[config.mk]
export PLATFORM = sky130hd
export DESIGN_NAME = rd_lat_sched
export DESIGN_NICKNAME = d
export VERILOG_FILES = /design/src/rtl/rls_pkg.sv /design/src/rtl/rls_cfg_hold.sv /design/src/rtl/rls_issue_gate.sv /design/src/rtl/rls_slot_pipe.sv /design/src/rtl/rls_burst_win.sv /design/src/rtl/rd_lat_sched.sv
export SDC_FILE = /design/constraint.sdc
export NUM_CORES = 1
export LEC_CHECK = 0
export ABC_AREA = 1
export BUFFER_PORTS_ARGS = -buffer_cell sky130_fd_sc_hd__buf_2
export CAP_MARGIN = 5
export CORE_AREA = 4 4 63 65
export CTS_BUF_LIST = sky130_fd_sc_hd__clkbuf_2
export CTS_CLUSTER_SIZE = 12
export DETAILED_ROUTE_END_ITERATION = 12
export DIE_AREA = 0 0 67 69
export HOLD_SLACK_MARGIN = 0.08
export PLACE_DENSITY = 0.81
export SLEW_MARGIN = 20
export SYNTH_ARGS = -nofsm -noshare
export SYNTH_HDL_FRONTEND = slang
export SYNTH_HIERARCHICAL = 1
export SYNTH_SLANG_ARGS = --single-unit
[constraint.sdc]
create_clock -name clk -period 2.99 [get_ports clk]
set_clock_uncertainty 0.05 [all_clocks]
set_input_delay 0.1495 -clock clk [delete_from_list [all_inputs] [get_ports clk]]
set_output_delay 0.1495 -clock clk [all_outputs]
set_load 0.01 [all_outputs]
[src/rtl/rls_pkg.sv]
`timescale 1ns/1ps
package rls_pkg;
  parameter int CL_W   = 3;
  parameter int AL_W   = 3;
  parameter int CL_MIN = 3;
  parameter int CL_MAX = 7;
  parameter int AL_MAX = 4;

  localparam int DEPTH  = CL_MAX + AL_MAX + 2;
  localparam int LAT_W  = $clog2(DEPTH + 1);
  localparam int BCNT_W = 3;

  typedef struct packed {
    logic [CL_W-1:0] cl;
    logic [AL_W-1:0] al;
    logic            bl8;
  } rls_cfg_t;

  // legality of a latency setting
  function automatic logic cfg_legal(rls_cfg_t c);
    return (int'(c.cl) >= CL_MIN) && (int'(c.cl) <= CL_MAX) && (int'(c.al) <= AL_MAX);
  endfunction

  // command-to-first-beat distance in cycles
  function automatic logic [LAT_W-1:0] read_lat(rls_cfg_t c);
    return LAT_W'(c.cl) + LAT_W'(c.al);
  endfunction

  // clock cycles occupied by one burst (two beats per cycle)
  function automatic logic [BCNT_W-1:0] burst_cyc(rls_cfg_t c);
    return c.bl8 ? BCNT_W'(4) : BCNT_W'(2);
  endfunction

  // slots of the pipeline that still hold a live read for this latency
  function automatic logic [DEPTH-1:0] live_mask(logic [LAT_W-1:0] lat);
    logic [DEPTH-1:0] m;
    for (int i = 0; i < DEPTH; i++) m[i] = (i < int'(lat));
    return m;
  endfunction
endpackage

[src/rtl/rls_cfg_hold.sv]
`timescale 1ns/1ps
module rls_cfg_hold
  import rls_pkg::*;
(
  input  logic     clk,
  input  logic     rst,
  input  rls_cfg_t cfg_in,
  input  logic     idle,
  output rls_cfg_t cfg_act,
  output logic     cfg_err
);
  always_ff @(posedge clk) begin
    if (rst) begin
      cfg_act.cl  <= CL_W'(CL_MIN);
      cfg_act.al  <= '0;
      cfg_act.bl8 <= 1'b0;
    end else if (idle) begin
      cfg_act <= cfg_in;
    end
  end

  assign cfg_err = !cfg_legal(cfg_act);
endmodule

[src/rtl/rls_issue_gate.sv]
`timescale 1ns/1ps
module rls_issue_gate
  import rls_pkg::*;
(
  input  logic              clk,
  input  logic              rst,
  input  logic              rd_cmd,
  input  logic              cfg_err,
  input  logic [BCNT_W-1:0] bcyc,
  output logic              accept
);
  logic [BCNT_W-1:0] gap_q;
  logic              gap_clear;

  assign gap_clear = (gap_q == '0);
  assign accept    = rd_cmd && !cfg_err && gap_clear;

  always_ff @(posedge clk) begin
    if (rst)              gap_q <= '0;
    else if (accept)      gap_q <= bcyc - BCNT_W'(1);
    else if (!gap_clear)  gap_q <= gap_q - BCNT_W'(1);
  end

  // bursts are at least two cycles long, so accepts never sit on neighbouring edges
  assert_no_double_issue_R7: assert property (@(posedge clk) disable iff (rst)
    accept |=> !accept);
endmodule

[src/rtl/rls_slot_pipe.sv]
`timescale 1ns/1ps
module rls_slot_pipe
  import rls_pkg::*;
(
  input  logic             clk,
  input  logic             rst,
  input  logic             accept,
  input  logic [LAT_W-1:0] lat,
  output logic             start,
  output logic             pre_tap,
  output logic             live
);
  logic [DEPTH-1:0] slot_q;
  logic [DEPTH-1:0] keep;

  assign keep = live_mask(lat);

  // one bit per cycle of age; bits older than the latency are dropped
  always_ff @(posedge clk) begin
    if (rst) slot_q <= '0;
    else     slot_q <= {slot_q[DEPTH-2:0], accept} & keep;
  end

  always_comb begin
    start   = 1'b0;
    pre_tap = 1'b0;
    for (int i = 0; i < DEPTH; i++) begin
      if (i == int'(lat) - 1) start   = slot_q[i];
      if (i == int'(lat) - 2) pre_tap = slot_q[i];
    end
  end

  assign live = |slot_q;

  // an accepted read occupies the youngest slot one cycle later
  assert_slot_entry_R9: assert property (@(posedge clk) disable iff (rst)
    accept |=> live);
endmodule

[src/rtl/rls_burst_win.sv]
`timescale 1ns/1ps
module rls_burst_win
  import rls_pkg::*;
(
  input  logic              clk,
  input  logic              rst,
  input  logic              start,
  input  logic              pre_tap,
  input  logic [BCNT_W-1:0] bcyc,
  output logic              data_valid,
  output logic              preamble,
  output logic              busy
);
  logic [BCNT_W-1:0] rem_q;
  logic [BCNT_W-1:0] rem_nx;
  logic              pre_q;

  always_comb begin
    if (start)              rem_nx = bcyc;
    else if (rem_q != '0)   rem_nx = rem_q - BCNT_W'(1);
    else                    rem_nx = '0;
  end

  always_ff @(posedge clk) begin
    if (rst) begin
      rem_q <= '0;
      pre_q <= 1'b0;
    end else begin
      rem_q <= rem_nx;
      pre_q <= pre_tap && (rem_nx == '0);
    end
  end

  assign data_valid = (rem_q != '0);
  assign preamble   = pre_q;
  assign busy       = data_valid;

  // a preamble cycle is always followed by data
  assert_pre_leads_data_R5: assert property (@(posedge clk) disable iff (rst)
    preamble |=> data_valid);
  // no preamble inside a running burst
  assert_pre_outside_burst_R6: assert property (@(posedge clk) disable iff (rst)
    preamble |-> !data_valid);
  // a burst start opens the window on the next cycle
  assert_start_opens_R4: assert property (@(posedge clk) disable iff (rst)
    start |=> data_valid);
  // a new burst only lands on the last cycle of the previous one or later
  assert_no_collision_R7: assert property (@(posedge clk) disable iff (rst)
    start |-> (rem_q <= BCNT_W'(1)));
  // reset leaves both outputs low
  assert_reset_quiet_R1: assert property (@(posedge clk)
    rst |=> (!data_valid && !preamble));
endmodule

[src/rtl/rd_lat_sched.sv]
`timescale 1ns/1ps
module rd_lat_sched
  import rls_pkg::*;
(
  input  logic            clk,
  input  logic            rst,
  input  logic            rd_cmd,
  input  logic [CL_W-1:0] cfg_cl,
  input  logic [AL_W-1:0] cfg_al,
  input  logic            cfg_bl8,
  output logic            data_valid,
  output logic            dqs_preamble,
  output logic            cfg_err
);
  rls_cfg_t          cfg_req;
  rls_cfg_t          cfg_act;
  logic              accept;
  logic              pipe_live;
  logic              win_busy;
  logic              burst_start;
  logic              pre_tap;
  logic              idle;
  logic [LAT_W-1:0]  lat;
  logic [BCNT_W-1:0] bcyc;

  assign cfg_req.cl  = cfg_cl;
  assign cfg_req.al  = cfg_al;
  assign cfg_req.bl8 = cfg_bl8;

  assign lat  = read_lat(cfg_act);
  assign bcyc = burst_cyc(cfg_act);
  assign idle = !pipe_live && !win_busy && !accept;

  rls_cfg_hold u_cfg (
    .clk(clk), .rst(rst), .cfg_in(cfg_req), .idle(idle),
    .cfg_act(cfg_act), .cfg_err(cfg_err)
  );

  rls_issue_gate u_gate (
    .clk(clk), .rst(rst), .rd_cmd(rd_cmd), .cfg_err(cfg_err),
    .bcyc(bcyc), .accept(accept)
  );

  rls_slot_pipe u_pipe (
    .clk(clk), .rst(rst), .accept(accept), .lat(lat),
    .start(burst_start), .pre_tap(pre_tap), .live(pipe_live)
  );

  rls_burst_win u_win (
    .clk(clk), .rst(rst), .start(burst_start), .pre_tap(pre_tap),
    .bcyc(bcyc), .data_valid(data_valid), .preamble(dqs_preamble),
    .busy(win_busy)
  );

  // latency settings stay frozen while anything is pending
  assert_cfg_frozen_R8: assert property (@(posedge clk) disable iff (rst)
    (pipe_live || win_busy) |=> $stable(cfg_act));
  // an illegal configuration never coexists with scheduled work
  assert_err_quiet_R2: assert property (@(posedge clk) disable iff (rst)
    cfg_err |-> (!pipe_live && !data_valid));
endmodule

==> results.py, run 1 <==
metrics = {
    "timing": {
        "setup_viol": 0,
        "drv_slew": 0,
        "finalHoldViolations": 0,
        "post-route-period-util": 0.9099,
        "layout_min_cycle_time_ns": 2.720,
        "setup_tns_ns": 0,
        "rsz0062_at_grt": "false",
        "layout_setup_ws_ns": 0.2695,
        "fmax_mhz": 367.6,
    },
    "synthesis": {
        "synthCells": 255,
        "synth_top_area_share": 0.3176,
        "yosys-top-cells-area": "dfxtp_1, nand2_1, inv_1, nor2_1, ha_1",
        "synth_warnings": 6,
        "synth_area_um2": 1702,
        "ys_seq_area_frac": 0.3176,
        "syn_avg_cell_area_um2": 6.673,
        "synth_largest_area_cell": "dfxtp_1",
        "synth-seq-cells": 27,
        "synth_cell_types": 37,
    },
    "placed_design": {
        "dp.cells": 312,
        "routabilityCongestion": 1.053,
        "portBuffers": 12,
        "place_ws_ns": 0.2409,
        "dp_hpwl_mm": 2.787,
        "place_area_um2": 1807,
    },
    "global_route": {
        "grt_pass1_vias": 1529,
        "grt_first_pass_wirelength_mm": 6.610,
        "antenna_found_initial": 0,
        "grt_use_met2": 0.2882,
        "grt_max_degree": 17,
        "gr-total-overflow": 0,
        "grt_most_used_layer": "met2",
        "track_usage": 0.1763,
        "met1_usage": 0.2309,
        "gr-usage-met3": 0.04545,
    },
    "final_layout": {
        "instances_no_fill": 324,
        "nNetsFinal": 300,
        "layout_commonest_cell": "nand2_1",
        "design_area_um2": 1924,
        "diodes": 0,
        "layout_common_cells": "nand2_1, inv_1, nor2_1",
        "drive_above_1_share": 0.1439,
        "area_growth_pct": 13.09,
    },
    "detailed_routing": {
        "drc": 0,
        "vias": 1643,
        "postRouteAntennaNets": 0,
        "firstDrtPassIters": 5,
        "drt-total-wl_mm": 3.655,
        "drt-initial-drc-count": 196,
        "wl_per_cell_um": 11.28,
        "avgViaCountPerCell": 5.071,
    },
    "critical_path": {
        "critical_path_required_ns": 3.27,
        "startpoint_type": "flip-flop",
        "critPathCaptureType": "flip-flop",
        "critPathMaxFanout": 4,
        "r2r_cells": 15,
        "cp.arrival_ns": 3.00,
        "worstSetupPathType": "flip-flop to flip-flop",
    },
    "cts": {
        "cts.sinks": 27,
        "htreeDepth": 1,
        "numCtsBuffers": 3,
        "cts_setup_buffers": 0,
        "cts.reportedPaths.clkPinSlew_ns": 0.26,
        "cts_tree": "built",
        "clk_latency_ns": 0.37,
        "cts_root_buf": "clkbuf_2",
        "clock_path_buffers": 2,
    },
    "die": {
        "row_count": 21,
        "ios": 13,
        "die_area_um2": 4623,
        "die_x_um": 67,
        "initial_utilization": 0.5099,
        "die_y_um": 69,
        "core_um2": 3337,
    },
    "run": {
        "max-cap-violations": 0,
    },
    "run_status": {
        "status": "completed",
    },
    "hold_path": {
        "min_path_cells": 5,
        "holdCritPathClass": "input port to flip-flop",
    },
}
## routing by layer
| layer | share of wire | vias up | routed length, um |
|---|---|---|---|
| met5 | 0 | - | 0 |
| met4 | 0.011 | 0 | 40 |
| met3 | 0.071 | 6 | 259 |
| met2 | 0.46 | 63 | 1697 |
| met1 | 0.45 | 725 | 1657 |
| li1 | - | 849 | - |
## what timing repair did
action                                 4_1_cts  5_1_grt
endpoints found under the hold margin       17        0
gates resized for setup                      0        4
setup endpoints to repair                    0        3
hold buffers                                 8        0
## synthesized netlist by cell type, drive strengths merged
cell / n
a2111oi: 1
o31ai: 1
clkinv: 2
dfxtp: 27
conb: 1
o211ai: 1
o21ai: 10
a211oi: 2
nor3: 6
nand4: 5
fa: 1
nand2: 62
inv: 45
nor2: 40
nor4: 4
nor3b: 2
buf: 5
ha: 10
a21oi: 12
nand3: 12
a311oi: 2
xor2: 1
clkbuf: 1
a31o: 1
a31oi: 1
## cell type report
cell class | instances | area, um^2
Fill cell | 325 | 1413
Multi-Input combinational cell | 176 | 949.7
Sequential cell | 27 | 540.5
Inverter | 47 | 183.9
Timing Repair Buffer | 24 | 170.2
Tap cell | 46 | 57.56
Clock buffer | 3 | 15.01
Clock inverter | 1 | 7.507
## metrics by stage
step	utilization	hold WS [ns]
2_1_floorplan	-	0.1686
3_3_place_gp	0.5414	0.3137
3_5_place_dp	0.5414	0.3164
4_1_cts	0.5722	0.09950
5_1_grt	0.5767	0.1549
6_report	0.5767	0.1315
## registers in the layout, summed over array words and instances, names as in the netlist
name and cells:
u_pipe/slot_q 13, u_cfg/cfg_act 7, u_gate/gap_q 3, u_win/preamble 1, u_win/rem_q 3
## worst paths after layout
path | startpoint | endpoint | slack (ns)
worst max-delay path | u_cfg/cfg_act[1]$_SDFFE_PP0P_ | u_win/preamble$_SDFF_PP0_ | 0.27
worst min-delay path | rd_cmd | u_gate/gap_q[1]$_SDFFE_PP0P_ | 0.13
worst max register to register | u_cfg/cfg_act[1]$_SDFFE_PP0P_ | u_win/preamble$_SDFF_PP0_ | 0.27
worst min register to register | u_pipe/slot_q[6]$_SDFF_PP0_ | u_pipe/slot_q[7]$_SDFF_PP0_ | 0.44
## worst max-delay path, cell delays in order (launching register included)
cell,delay [ns]
dfxtp_1,0.39
ha_1,0.23
fa_1,0.41
xor2_2,0.15
inv_1,0.09
ha_1,0.21
ha_1,0.32
nor2_2,0.20
o211ai_1,0.11
nand2_1,0.08
nand2_1,0.05
nand4_1,0.07
nand2_1,0.07
nor2_2,0.09
nand2_1,0.05
nor2_1,0.09
## cell families after synthesis
group,after synthesis,share of synthesized area
compound gates,31,0.1088
xor+xnor,1,0.005148
fa+ha+maj,11,0.08529
buf+inv,53,0.1353
flops,27,0.3176
other cells,1,0.002204
simple gates,131,0.3456
Power of run 1 is left out: the tool's default activity adds up to more than one toggle a clock period on the data nets, which glitch-free logic cannot reach.
==> inputs of run 2 (changes only) <==
--- a/config.mk
+++ b/config.mk
@@ -5,14 +5,14 @@
 export SDC_FILE = /design/constraint.sdc
 export NUM_CORES = 1
 export LEC_CHECK = 0
-export ABC_AREA = 1
 export BUFFER_PORTS_ARGS = -buffer_cell sky130_fd_sc_hd__buf_2
 export CAP_MARGIN = 5
-export CORE_AREA = 4 4 63 65
+export CORE_AREA = 4 4 61 63
 export CTS_BUF_LIST = sky130_fd_sc_hd__clkbuf_2
+export CTS_CLUSTER_DIAMETER = 50
 export CTS_CLUSTER_SIZE = 12
 export DETAILED_ROUTE_END_ITERATION = 12
-export DIE_AREA = 0 0 67 69
+export DIE_AREA = 0 0 65 67
 export HOLD_SLACK_MARGIN = 0.08
 export PLACE_DENSITY = 0.81
 export SLEW_MARGIN = 20
==> constraint.sdc (replaced) <==
create_clock -name clk -period 2.5 [get_ports clk]
set_clock_uncertainty 0.05 [all_clocks]
set_input_delay 0.125 -clock clk [delete_from_list [all_inputs] [get_ports clk]]
set_output_delay 0.125 -clock clk [all_outputs]
set_load 0.01 [all_outputs]
==> run 2 against run 1 <==
  * The run now ends with negative setup slack left
  * Die area decreased by 5.8%
  * Final area increased by 3.1%
  * Cell count decreased by 17%
  * Maximum frequency decreased by 5.2%
==> results.py, run 2 <==
metrics = {
    "detailed_routing": {
        "firstDrtPassIters": 4,
        "postRouteAntennaNets": 0,
        "drc": 0,
        "avgViaCountPerCell": 5.384,
        "drt-total-wl_mm": 3.631,
        "vias": 1443,
        "wl_per_cell_um": 13.55,
        "drt-initial-drc-count": 74,
    },
    "final_layout": {
        "drive_above_1_share": 0.2568,
        "regArea_um2": 543.0,
        "top_register": "u_pipe/slot_q",
        "instances_no_fill": 268,
        "multi_input_area_um2": 991.0,
        "fillers": 284,
        "largest_reg_flops": 13,
        "nNetsFinal": 244,
        "area_growth_pct": 24.39,
        "design_area_um2": 1984,
        "final_util": 0.6140,
        "diodes": 0,
        "top_regs": "u_pipe/slot_q: 13 flops, u_cfg/cfg_act: 7 flops",
        "layout_common_cells": "dfxtp_1, buf_4, nor2_1",
    },
    "run_status": {
        "status": "complete, but fails checks",
        "violations": "negative setup slack",
    },
    "synthesis": {
        "synth_largest_area_cell": "dfxtp_1",
        "synth_warnings": 6,
        "synth_area_um2": 1595,
        "synth_top_area_share": 0.3388,
        "yosys-top-cells-area": "dfxtp_1, ha_1, mux2i_1, nor2_1, a21oi_1",
        "ys.flop_type": "dfxtp_1",
        "synth-seq-cells": 27,
        "synth_common_cells": "dfxtp_1, nor2_1, a21oi_1, inv_1, nand2_1",
        "synthArstFlopShare": 0,
        "synth.most_common_cell": "dfxtp_1",
        "synth_edf_count": 0,
        "synth_cell_types": 47,
        "syn_avg_cell_area_um2": 8.863,
        "synthCells": 180,
        "ys_seq_area_frac": 0.3388,
    },
    "global_route": {
        "gr-total-overflow": 0,
        "track_usage": 0.1779,
        "antenna_found_initial": 0,
        "grt_max_degree": 24,
        "grt_pass1_vias": 1319,
        "grt_first_pass_wirelength_mm": 6.030,
    },
    "critical_path": {
        "rrSetupSlack_ns": -0.37,
        "path_cells": "ha_4 -> fa_2 -> xor2_2 -> or2_4 -> mux4_2 -> a32o_1 -> mux2_4 -> a21o_1 -> o22ai_2 -> and4_1",
        "cp.arrival_ns": 3.15,
        "critPathCaptureType": "flip-flop",
        "critical_path_required_ns": 2.78,
        "critPathMaxFanout": 5,
        "crit_buf_inv": 0,
        "critical-path-top-delay-family": "multiplexers",
        "startpoint_type": "flip-flop",
        "cpMaxStageDelayCell": "mux4_2",
        "worstSetupPathType": "flip-flop to flip-flop",
        "crit_path_max_incr_delay_ns": 0.46,
    },
    "timing": {
        "finalHoldViolations": 0,
        "post-route-period-util": 1.148,
        "setup_viol": 4,
        "layout_min_cycle_time_ns": 2.869,
        "drv_slew": 0,
        "rsz0062_at_grt": "true",
        "fmax_mhz": 348.5,
        "layout_setup_ws_ns": -0.3692,
    },
    "die": {
        "core_um2": 3232,
        "die_x_um": 65,
        "ios": 13,
        "initial_utilization": 0.4936,
        "row_count": 21,
        "die_area_um2": 4355,
        "die_y_um": 67,
    },
    "cts": {
        "cts_tree": "built",
        "numCtsBuffers": 3,
        "clock_path_buffers": 2,
        "htreeDepth": 1,
        "cts_root_buf": "clkbuf_2",
        "cts.sinks": 27,
        "cts.reportedPaths.clkPinSlew_ns": 0.25,
        "clk_latency_ns": 0.36,
    },
    "run": {
        "max-cap-violations": 0,
    },
    "placed_design": {
        "dp.cells": 254,
        "portBuffers": 12,
        "dp_hpwl_mm": 2.678,
        "routabilityCongestion": 0.9066,
        "place_area_um2": 1858,
    },
    "hold_path": {
        "holdCritPathClass": "input port to flip-flop",
    },
}
-- run 2: changes by cell type after synthesis, moves of 4 or more --
cell     change
nand3_1     -10
mux2i_1      +9
nand4_1      -4
nand2_2      -4
nand2_1     -46
inv_1       -29
nor2_1      -16
nor2b_1      +4
nor3b_1      +4
-- run 2: what timing repair did --
item / in CTS / in global routing
pin swaps: 2 / 0
endpoints found under the hold margin: 7 / 0
resized for setup: 2 / 0
setup endpoints to repair: 4 / 4
hold buffers: 8 / 0
setup buffers: 2 / 0
-- run 2: final cells by class --
type | instances | share of cell area
Inverter | 12 | 0.02270
Clock buffer | 4 | 0.01009
Multi-Input combinational cell | 134 | 0.4994
Tap cell | 46 | 0.02900
Timing Repair Buffer | 45 | 0.1652
Sequential cell | 27 | 0.2736
-- run 2: path summary, 6_finish.rpt --
path | startpoint | end | cells past startpoint
max reg2reg | u_cfg/cfg_act[1]$_SDFFE_PP0P_ | u_win/preamble$_SDFF_PP0_ | 10
min | rd_cmd | u_gate/gap_q[1]$_SDFFE_PP0P_ | 4
min reg2reg | u_pipe/slot_q[9]$_SDFF_PP0_ | u_pipe/slot_q[10]$_SDFF_PP0_ | 2
max | u_cfg/cfg_act[1]$_SDFFE_PP0P_ | u_win/preamble$_SDFF_PP0_ | 10
-- run 2: metal layers --
metal | global-route usage | share of wire | routed length, um
met2 | 0.3116 | 0.51 | 1843
met3 | 0.02698 | 0.048 | 174
met5 | 0 | 0 | 0
met4 | 0.05277 | 0.011 | 39
met1 | 0.2240 | 0.43 | 1573
-- run 2: worst min-delay path, cell delays in order --
cell	delay (ns)
buf_2	0.10
nor2b_1	0.16
nor2_1	0.15
nor3_1	0.06
-- run 2: per-stage QoR --
stage          setup slack, ns  hold WS, ns  TNS, ns
6_report               -0.3692       0.1915   -1.055
5_1_grt                -0.4494       0.2290   -1.397
4_1_cts                -0.3491       0.1770   -1.036
3_5_place_dp           -0.3439       0.2868   -1.005
3_3_place_gp           -0.2655       0.2846  -0.7045
2_1_floorplan          -0.2534       0.1400  -0.5906
-- run 2: kinds of logic after synthesis --
kind of cell               count (synthesis)  synth area share
and+or+nand+nor                           65            0.2220
AOI/OAI and AO/OA                         40            0.1631
DFF                                       27            0.3388
buffers and inverters                     20           0.06588
muxes                                     14            0.1059
adders and majority gates                 11           0.09098
xor gates and xnor gates                   2           0.01098
other                                      1          0.002351
Power of run 2 is left out for the same reason.
==> inputs of run 3 (changes only) <==
--- a/config.mk
+++ b/config.mk
@@ -7,14 +7,14 @@
 export LEC_CHECK = 0
 export BUFFER_PORTS_ARGS = -buffer_cell sky130_fd_sc_hd__buf_2
 export CAP_MARGIN = 5
-export CORE_AREA = 4 4 61 63
+export CORE_AREA = 4 4 57 59
 export CTS_BUF_LIST = sky130_fd_sc_hd__clkbuf_2
 export CTS_CLUSTER_DIAMETER = 50
 export CTS_CLUSTER_SIZE = 12
 export DETAILED_ROUTE_END_ITERATION = 12
-export DIE_AREA = 0 0 65 67
+export DIE_AREA = 0 0 61 63
 export HOLD_SLACK_MARGIN = 0.08
-export PLACE_DENSITY = 0.81
+export PLACE_DENSITY = 0.87
 export SLEW_MARGIN = 20
 export SYNTH_ARGS = -nofsm -noshare
 export SYNTH_HDL_FRONTEND = slang
==> constraint.sdc (replaced) <==
create_clock -name clk -period 2.9 [get_ports clk]
set_clock_uncertainty 0.05 [all_clocks]
set_input_delay 0.145 -clock clk [delete_from_list [all_inputs] [get_ports clk]]
set_output_delay 0.145 -clock clk [all_outputs]
set_load 0.01 [all_outputs]
==> run 3 against run 2 <==
  * The flow now finishes without violations
  * Worst hold slack got worse by 0.054 ns
  * Wire length rose by 11%
  * Sequential share of layout area rose by 1.0 points
  * Non-clock buffer count fell by 12
  * Die area fell by 12%
  * Cell count fell by 10%
  * Core utilization rose by 9.1 points
  * Maximum frequency fell by 0.41%
  * Sequential cell count did not move
  * Global-route usage rose by 3.8 points
  * Clock-buffer cell count fell by 1
  * Via count rose by 3.5%
  * Critical path type unchanged
==> results.py, run 3 (synthesized netlist as in run 2, its figures left out) <==
metrics = {
    "run_status": {
        "status": "completed",
    },
    "timing": {
        "setup_viol": 0,
        "finalHoldViolations": 0,
        "layout_min_cycle_time_ns": 2.881,
        "drv_slew": 0,
        "fmax_mhz": 347.1,
        "post-route-period-util": 0.9934,
        "rsz0062_at_grt": "true",
    },
    "die": {
        "ios": 13,
        "die_x_um": 61,
        "core_um2": 2710,
        "initial_utilization": 0.5886,
        "row_count": 19,
        "die_y_um": 63,
        "die_area_um2": 3843,
    },
    "placed_design": {
        "place_area_um2": 1740,
        "portBuffers": 12,
        "dp_hpwl_mm": 2.833,
        "routabilityCongestion": 0.9556,
    },
    "final_layout": {
        "top_register": "u_pipe/slot_q",
        "largest_reg_flops": 13,
        "drive_above_1_share": 0.2286,
        "layout_commonest_cell": "dfxtp_1",
        "diodes": 0,
        "nNetsFinal": 232,
        "fillers": 196,
        "layout_common_cells": "dfxtp_1, nor2_1, buf_4",
        "regArea_um2": 543.0,
        "multi_input_area_um2": 1017,
        "area_growth_pct": 19.84,
        "top_regs": "u_pipe/slot_q: 13 flops, u_cfg/cfg_act: 7 flops",
        "design_area_um2": 1912,
    },
    "detailed_routing": {
        "drc": 0,
        "wl_per_cell_um": 16.73,
        "drt-total-wl_mm": 4.031,
        "vias": 1493,
        "firstDrtPassIters": 4,
        "avgViaCountPerCell": 6.195,
        "drt-initial-drc-count": 139,
        "postRouteAntennaNets": 0,
    },
    "global_route": {
        "track_usage": 0.2163,
        "grt_first_pass_wirelength_mm": 6.354,
        "antenna_found_initial": 0,
        "gr-total-overflow": 0,
        "grt_max_degree": 24,
        "grt_pass1_vias": 1454,
    },
    "critical_path": {
        "cp.arrival_ns": 3.15,
        "cpMaxStageDelayCell": "mux4_2",
        "critical_path_required_ns": 3.16,
        "critPathCaptureType": "flip-flop",
        "critical-path-top-delay-family": "multiplexers",
        "crit_buf_inv": 0,
        "critPathMaxFanout": 5,
        "crit_path_max_incr_delay_ns": 0.47,
        "startpoint_type": "flip-flop",
        "path_cells": "ha_4 -> fa_2 -> xor2_4 -> or2_4 -> mux4_2 -> a32o_1 -> mux2_4 -> a21o_1 -> o22ai_2 -> and4_1",
        "worstSetupPathType": "flip-flop to flip-flop",
    },
    "run": {
        "max-cap-violations": 0,
    },
    "cts": {
        "cts_tree": "built",
        "clock_path_buffers": 2,
        "cts_root_buf": "clkbuf_2",
        "clk_latency_ns": 0.34,
        "cts.sinks": 27,
        "cts.reportedPaths.clkPinSlew_ns": 0.25,
        "htreeDepth": 1,
        "numCtsBuffers": 3,
    },
    "hold_path": {
        "holdCritPathClass": "input port to flip-flop",
    },
}
[run 3: cell types whose count changed in the layout (fill, tap and decap cells not counted)]
| cell | change |
|---|---|
| ha_4 | +1 |
| ha_2 | +1 |
| dlygate4sd3_1 | -1 |
| clkbuf_2 | -1 |
| clkinv_2 | +1 |
| xor2_4 | +1 |
| ha_1 | -2 |
| buf_12 | +1 |
| buf_4 | -12 |
| xor2_2 | -1 |
[run 3: routing by layer]
layer / vias up / track usage / part of all wire
met1: 698 / 0.2563 / 0.39
met4: 0 / 0.1057 / 0.031
li1: 707 / - / -
met3: 18 / 0.03306 / 0.072
met5: - / 0 / 0
met2: 70 / 0.3650 / 0.51
[run 3: what timing repair did]
item	4_1_cts	5_1_grt
pin swaps	3	3
hold buffers	7	0
setup endpoints to repair	3	2
cloned	0	0
gates resized for setup	8	4
setup buffers	1	2
endpoints found under the hold margin	7	0
[run 3: path summary, 6_finish.rpt]
path | start | end | slack (ns) | cells after the start
max | u_cfg/cfg_act[4]$_SDFFE_PP1P_ | u_win/preamble$_SDFF_PP0_ | 0.02 | 10
min | rst | u_win/rem_q[0]$_SDFF_PP0_ | 0.14 | 2
max reg2reg | u_cfg/cfg_act[4]$_SDFFE_PP1P_ | u_win/preamble$_SDFF_PP0_ | 0.02 | 10
min reg2reg | u_pipe/slot_q[9]$_SDFF_PP0_ | u_pipe/slot_q[10]$_SDFF_PP0_ | 0.46 | 2
[run 3: final cells by class]
cell class	instances	area share
Clock buffer	3	0.007853
Clock inverter	1	0.002618
Inverter	12	0.02356
Multi-Input combinational cell	134	0.5321
Sequential cell	27	0.2840
Tap cell	31	0.02029
Timing Repair Buffer	33	0.1296
[run 3: per-stage QoR]
| step | worst slack [ns] | cells | TNS, ns | hold WS, ns | util |
|---|---|---|---|---|---|
| after floorplan | 0.02016 | 181 | 0 | 0.1674 | - |
| after detailed placement | -0.1011 | 227 | -0.1795 | 0.3135 | 0.6422 |
| after global placement | -0.003979 | 227 | -0.003979 | 0.3001 | 0.6422 |
| final | 0.01907 | 241 | 0 | 0.1376 | 0.7054 |
| after CTS | 0.002467 | 239 | 0 | 0.1140 | 0.6874 |
| after global routing | -0.03689 | 241 | -0.03768 | 0.09347 | 0.7054 |
[run 3: worst register-to-register path, delay by kind of cell, from the launching register on]
kind                       cells  cell delay, ns
muxes                          2            0.77
adders and majority gates      2            0.54
AOI/OAI and AO/OA              3            0.50
and+or+nand+nor                2            0.43
DFF                            1            0.39
xor gates and xnor gates       1            0.17
Power of run 3 is left out for the same reason.
